[src/rtl/bmm_pkg.sv]
// Package: shared types and constants for the bit-matrix multiplier.
// Assumes square matrices packed row-major, one row per DIM-bit slice.
package bmm_pkg;

    // Default matrix dimension (rows = columns).
    localparam int BMM_DIM = 8;

    // Operation selector; codes are part of the block's interface.
    typedef enum logic [1:0] {
        BMM_OP_TRANSPOSE = 2'd0,
        BMM_OP_PARITY    = 2'd1,
        BMM_OP_ANY       = 2'd2,
        BMM_OP_RESERVED  = 2'd3
    } bmm_op_e;

endpackage

[src/rtl/bmm_transpose.sv]
// Module: bmm_transpose
// Swaps rows and columns of a DIM x DIM bit matrix packed row-major
// (element (r, c) at bit r*DIM + c). Pure wiring, no logic depth.
module bmm_transpose #(
    parameter int DIM = bmm_pkg::BMM_DIM,
    localparam int W  = DIM * DIM
) (
    input  logic [W-1:0] mat_i,
    output logic [W-1:0] mat_o
);

    // Route element (c, r) of the input to element (r, c) of the output.
    for (genvar r = 0; r < DIM; r++) begin : g_row
        for (genvar c = 0; c < DIM; c++) begin : g_col
            assign mat_o[r*DIM + c] = mat_i[c*DIM + r];
        end
    end

    // Transposition permutes bits: population and diagonal are kept.
    always_comb begin
        AST_TRANSPOSE_POPCOUNT: assert ($countones(mat_o) == $countones(mat_i))
            else $error("transpose changed population count");
        for (int d = 0; d < DIM; d++) begin
            AST_TRANSPOSE_DIAGONAL: assert (mat_o[d*DIM + d] == mat_i[d*DIM + d])
                else $error("transpose moved a diagonal element");
        end
    end

endmodule

[src/rtl/bmm_dot_cell.sv]
// Module: bmm_dot_cell
// Forms one result element: ANDs a row with a column, then reduces
// the DIM partial products both as parity and as any-set.
// Assumes both vectors are ordered by the same inner index r.
module bmm_dot_cell #(
    parameter int DIM = bmm_pkg::BMM_DIM
) (
    input  logic [DIM-1:0] row_i,
    input  logic [DIM-1:0] col_i,
    output logic           par_o,
    output logic           any_o
);

    logic [DIM-1:0] partial;

    // Partial products shared by both reductions.
    assign partial = row_i & col_i;

    // Parity sum (GF(2)) and OR sum (boolean semiring).
    assign par_o = ^partial;
    assign any_o = |partial;

endmodule

[src/rtl/bmm_matmul.sv]
// Module: bmm_matmul
// Computes both the parity product and the OR product of two DIM x DIM
// bit matrices. The right factor is transposed once so that each
// column becomes a contiguous slice; one dot cell per element.
module bmm_matmul #(
    parameter int DIM = bmm_pkg::BMM_DIM,
    localparam int W  = DIM * DIM
) (
    input  logic [W-1:0] lhs_i,
    input  logic [W-1:0] rhs_i,
    output logic [W-1:0] par_prod_o,
    output logic [W-1:0] any_prod_o
);

    logic [W-1:0] rhs_cols;

    // Columns of the right factor as contiguous rows.
    bmm_transpose #(.DIM(DIM)) u_rhs_t (
        .mat_i (rhs_i),
        .mat_o (rhs_cols)
    );

    // One dot cell per output element (i, j).
    for (genvar i = 0; i < DIM; i++) begin : g_i
        for (genvar j = 0; j < DIM; j++) begin : g_j
            bmm_dot_cell #(.DIM(DIM)) u_cell (
                .row_i (lhs_i[i*DIM +: DIM]),
                .col_i (rhs_cols[j*DIM +: DIM]),
                .par_o (par_prod_o[i*DIM + j]),
                .any_o (any_prod_o[i*DIM + j])
            );
        end
    end

    // Odd overlap implies non-empty overlap; empty left factor kills both.
    always_comb begin
        AST_PARITY_WITHIN_ANY: assert ((par_prod_o & ~any_prod_o) == '0)
            else $error("parity bit set where OR product is clear");
        if (lhs_i == '0) begin
            AST_ZERO_LHS_ANY: assert (any_prod_o == '0)
                else $error("zero left factor gave nonzero product");
        end
    end

endmodule

[src/rtl/bitmat_mul8.sv]
// Module: bitmat_mul8 (top)
// Bit-matrix unit: selects between transpose of op_a, the parity
// product, the OR product, or zero for the reserved code.
// Fully combinational; the caller registers the result.
module bitmat_mul8 #(
    parameter int DIM = bmm_pkg::BMM_DIM,
    localparam int W  = DIM * DIM
) (
    input  logic [W-1:0] op_a,
    input  logic [W-1:0] op_b,
    input  logic [1:0]   op_mode,
    output logic [W-1:0] result
);
    import bmm_pkg::*;

    bmm_op_e      mode_sel;
    logic [W-1:0] a_trans;
    logic [W-1:0] par_prod;
    logic [W-1:0] any_prod;

    // Decode the raw mode code into the operation type.
    assign mode_sel = bmm_op_e'(op_mode);

    // Standalone transpose of the first operand.
    bmm_transpose #(.DIM(DIM)) u_a_t (
        .mat_i (op_a),
        .mat_o (a_trans)
    );

    // Both products from a shared AND array.
    bmm_matmul #(.DIM(DIM)) u_mm (
        .lhs_i      (op_a),
        .rhs_i      (op_b),
        .par_prod_o (par_prod),
        .any_prod_o (any_prod)
    );

    // Output selection by mode.
    always_comb begin
        unique case (mode_sel)
            BMM_OP_TRANSPOSE: result = a_trans;
            BMM_OP_PARITY:    result = par_prod;
            BMM_OP_ANY:       result = any_prod;
            default:          result = '0;
        endcase
    end

    // Port-level relations per mode.
    always_comb begin
        if (op_mode == 2'd3) begin
            AST_RESERVED_ZERO: assert (result == '0)
                else $error("reserved mode produced nonzero");
        end
        if (op_mode == 2'd0) begin
            AST_TRANSPOSE_WEIGHT: assert ($countones(result) == $countones(op_a))
                else $error("transpose result weight differs from op_a");
        end
        if ((op_mode == 2'd1 || op_mode == 2'd2) && (op_a == '0 || op_b == '0)) begin
            AST_ZERO_FACTOR: assert (result == '0)
                else $error("zero factor gave nonzero product");
        end
    end

endmodule

[config.mk]
export PLATFORM = sky130hd
export DESIGN_NAME = bitmat_mul8
export DESIGN_NICKNAME = d
export VERILOG_FILES = /design/src/rtl/bmm_pkg.sv /design/src/rtl/bmm_transpose.sv /design/src/rtl/bmm_dot_cell.sv /design/src/rtl/bmm_matmul.sv /design/src/rtl/bitmat_mul8.sv
export SDC_FILE = /design/constraint.sdc
export NUM_CORES = 1
export LEC_CHECK = 0
export CAP_MARGIN = 15
export CORE_MARGIN = 8
export CORE_UTILIZATION = 45
export DETAILED_ROUTE_END_ITERATION = 8
export PLACE_DENSITY_LB_ADDON = 0.3
export SLEW_MARGIN = 10
export SYNTH_ARGS = -nofsm -noshare
export SYNTH_HDL_FRONTEND = slang
export SYNTH_SLANG_ARGS = --single-unit
export TNS_END_PERCENT = 50
[constraint.sdc]
create_clock -name vclk -period 2.1
set_clock_uncertainty 0.2 [all_clocks]
set_input_delay 0.525 -clock vclk [all_inputs]
set_output_delay 0.525 -clock vclk [all_outputs]
set_load 0.1 [all_outputs]
==> results of run 1 <==
==> kinds of logic after synthesis <==
kind of cell,count (synthesis),share of synthesized area
buffers and inverters,156,0.0860
AO/OA/AOI/OAI,128,0.0699
AND/OR/NAND/NOR,642,0.314
adder cells (fa/ha/maj),256,0.347
XOR/XNOR,192,0.182
==> metrics by stage <==
| stage | utilization | instance area, um2 | instances | setup WS [ps] | setup TNS [ps] |
|---|---|---|---|---|---|
| global placement | 0.806 | 16300 | 1860 | -1000 | -56290 |
| detailed placement | 0.806 | 16300 | 1860 | -1050 | -58660 |
| floorplan | - | 12400 | 1374 | -489 | -30940 |
==> impl_metrics.toml, run 1 <==
[place]
gp_congestion = 1.02
numPortBuffers = 194
hpwl_mm = 35.3

[yosys]
syn_area_um2 = 9220
yosys_warnings = 0
yosys-top-cells-count = "nand2_1 (512), ha_1 (256), xor2_1 (128)"
synth_top_cell_by_area = "ha_1"
synthMostInstantiatedCell = "nand2_1"
syn_nets = 1760
synth.top_cell.area_share = 0.347
synth_area_leaders = "ha_1 (35%), nand2_1 (21%), xor2_1 (12%), xnor2_1 (6.1%), nand4_1 (4.3%)"
synth.distinct_cells = 21
ys_seq_area_frac = 0
syn_area_per_cell_um2 = 6.71
synth_cells = 1374

[floorplanning]
die_x_um = 159
die_y_um = 159
ioPinCount = 194
start_util = 0.457
core.rowCount = 52

[cts]
cts_hold_buf = 0
cts_resized = 1421
post_cts_buffers = 85

[status]
flow.stopped_at = "4_1_cts"
firstError = "[ERROR DPL-0038] Utilization greater than 100%, impossible to legalize"
status = "aborted with a tool error"
==> run 2: changes to the inputs <==
--- a/config.mk
+++ b/config.mk
@@ -7,9 +7,9 @@
 export LEC_CHECK = 0
 export CAP_MARGIN = 15
 export CORE_MARGIN = 8
-export CORE_UTILIZATION = 45
+export CORE_UTILIZATION = 30
 export DETAILED_ROUTE_END_ITERATION = 8
-export PLACE_DENSITY_LB_ADDON = 0.3
+export PLACE_DENSITY_LB_ADDON = 0.15
 export SLEW_MARGIN = 10
 export SYNTH_ARGS = -nofsm -noshare
 export SYNTH_HDL_FRONTEND = slang
==> constraint.sdc (replaced) <==
create_clock -name vclk -period 2.73
set_clock_uncertainty 0.2 [all_clocks]
set_input_delay 0.6825 -clock vclk [all_inputs]
set_output_delay 0.6825 -clock vclk [all_outputs]
set_load 0.1 [all_outputs]
==> run 2 against run 1 <==
The flow now finishes, with violations (setup timing). Synthesized cell count is the same. Synthesized area is the same.
==> impl_metrics.toml, run 2 <==
[status]
status = "complete, but fails checks"
violations = "setup timing"

[sta]
tightest_slew_ps = 520
fin_crit_sh = 1.16
timing.fmax_mhz = 315
grt_setup_unrepaired = "yes"
hold_viol = 0
finalMaxSlewViolations = 0
maxSlewHeadroom = 0.653
setup_viol = 64
layout_setup_ws_ps = -447
period_needed_ps = 3180

[power_and_ir_drop]
p_int_uw = 3650
p_seq_frac = 0
power_density_nw_per_um2 = 319
pwr-share-comb = 1.000
switchingPower_uw = 4530
p_leak_uw = 0.0104
clockPowerShare = 0
finalPower_uw = 8180
ir_drop_mv = 0.389
netSwitchingFraction = 0.554

[yosys]
synthMostInstantiatedCell = "nand2_1"
synth.distinct_cells = 21
yosys-top-cells-count = "nand2_1 (512), ha_1 (256), xor2_1 (128)"
syn_nets = 1760
synth_top_cell_by_area = "ha_1"
synth_area_leaders = "ha_1 (35%), nand2_1 (21%), xor2_1 (12%), xnor2_1 (6.1%), nand4_1 (4.3%)"
syn_area_per_cell_um2 = 6.71
syn_area_um2 = 9220
yosys_warnings = 0
ys_seq_area_frac = 0
synth_cells = 1374
synth.top_cell.area_share = 0.347

[cells_and_area]
final_core_util = 0.842
nClkBuffers = 0
final-seq-area_um2 = 0
finalNonFillerCells = 2104
drive_gt1_frac = 0.859
area_growth_pct = 178
final_common_cell = "nand2_4"
design_area_um2 = 25600
nets = 2095
design.seq.count = 0
final_cell_mix = "nand2_4 (257), ha_4 (249), buf_12 (206), nand2_2 (198), buf_4 (80)"

[drt]
drt-total-wl_mm = 87.6
initialDrtViolationCount = 1702
vias = 14300
ant_nets = 0
wl_per_cell_um = 41.6
drt_first_pass_iters = 7
drc = 0
viasPerCell = 6.79

[floorplanning]
core.rowCount = 64
die_y_um = 191
start_util = 0.303
die_x_um = 191
die_area_um2 = 36600
ioPinCount = 194
core-area_um2 = 30400

[place]
hpwl_mm = 35.7
place_area_um2 = 16700
numPortBuffers = 194
place_ws_ps = -651
dpl.cell_count = 1978
gp_congestion = 0.943

[global_route]
grt_pass1_vias = 14800
grt_first_pass_wirelength_mm = 101
gr-total-overflow = 0
grt_max_degree = 43
grt_usage = 0.376
antenna_found_initial = 1

[setup_path]
cpPeakStageDelay_ps = 370
crit_path_end_kind = "output port"
required_ps = 1850
critPathLaunchType = "primary input"
crit_end = "result[56]"
worstPathMaxFanout = 8
worstPathArrival_ps = 2290
cp-startpoint = "op_b[32]"
cp_slowest_cell = "xor2_4"
crit_chain = "buf_8, nand2_4, ha_4, xor2_4, xnor2_4, o21ai_4, buf_12"
crit_type = "in -> out"

[worst_hold_path]
hp-class = "in -> out"

[flow_run]
drv_cap = 0

[cts]
cts_hold_buf = 0
## run 2: cell counts after synthesis
No cell type changed its count.
## run 2: repair_timing
item                                    in CTS  in global routing
gates resized for setup                   1561                381
endpoints found under the setup margin      64                 64
gates cloned                                61                  8
setup buffers                               67                 28
pin swaps                                  450                186
## run 2: worst min path at each step
stage,startpoint,end,slack [ps],cells after the start
2_1_floorplan,op_mode[0],result[0],1590,3
3_3_place_gp,op_mode[1],result[23],1920,5
3_5_place_dp,op_mode[1],result[23],1930,5
4_1_cts,op_a[1],result[8],1860,6
5_1_grt,op_mode[1],result[23],1880,5
6_report,op_mode[1],result[23],1840,5
## run 2: worst max-delay path, delay by kind of cell
family,cells,cell delay [ps]
xor+xnor,2,560
compound gates,1,220
buf+inv,2,410
simple gates,1,90
fa+ha+maj,1,300
## run 2: power by group through the flow
stage                     Sequential [uW]  Clock (uW)  Combinational, uW
after floorplan                         0           0               3550
after global placement                  0           0               5200
after detailed placement                0           0               5270
after CTS                               0           0               6770
after global routing                    0           0               8290
final                                   0   0.0000114               8180
## run 2: cell families (layout without fill, tap and decap cells)
family	after synthesis	count (layout)	share of synthesized area
AO/OA/AOI/OAI	128	128	0.0699
AND/OR/NAND/NOR	642	642	0.314
XOR/XNOR	192	192	0.182
adder cells (fa/ha/maj)	256	256	0.347
other	0	1	0
buffers and inverters	156	489	0.0860
## run 2: cell type report
class                           instances  area [um2]
Timing Repair Buffer                  489        8300
Fill cell                            1195        4810
Antenna cell                            1        2.50
Multi-Input combinational cell       1218       16800
Tap cell                              396         495
## run 2: metrics by stage
stage	hold slack, ps	setup TNS [ps]
after floorplan	1590	-10730
after global placement	1920	-37360
after detailed placement	1930	-37630
after CTS	1860	-8390
after global routing	1880	-13880
final	1840	-13160
## run 2: per-layer routing
layer	part of all wire	global-route usage
met2	0.40	0.571
met3	0.16	0.0936
met5	0.0010	0
met4	0.11	0.320
met1	0.33	0.440
No activity file was read; power rests on OpenSTA's default activity.
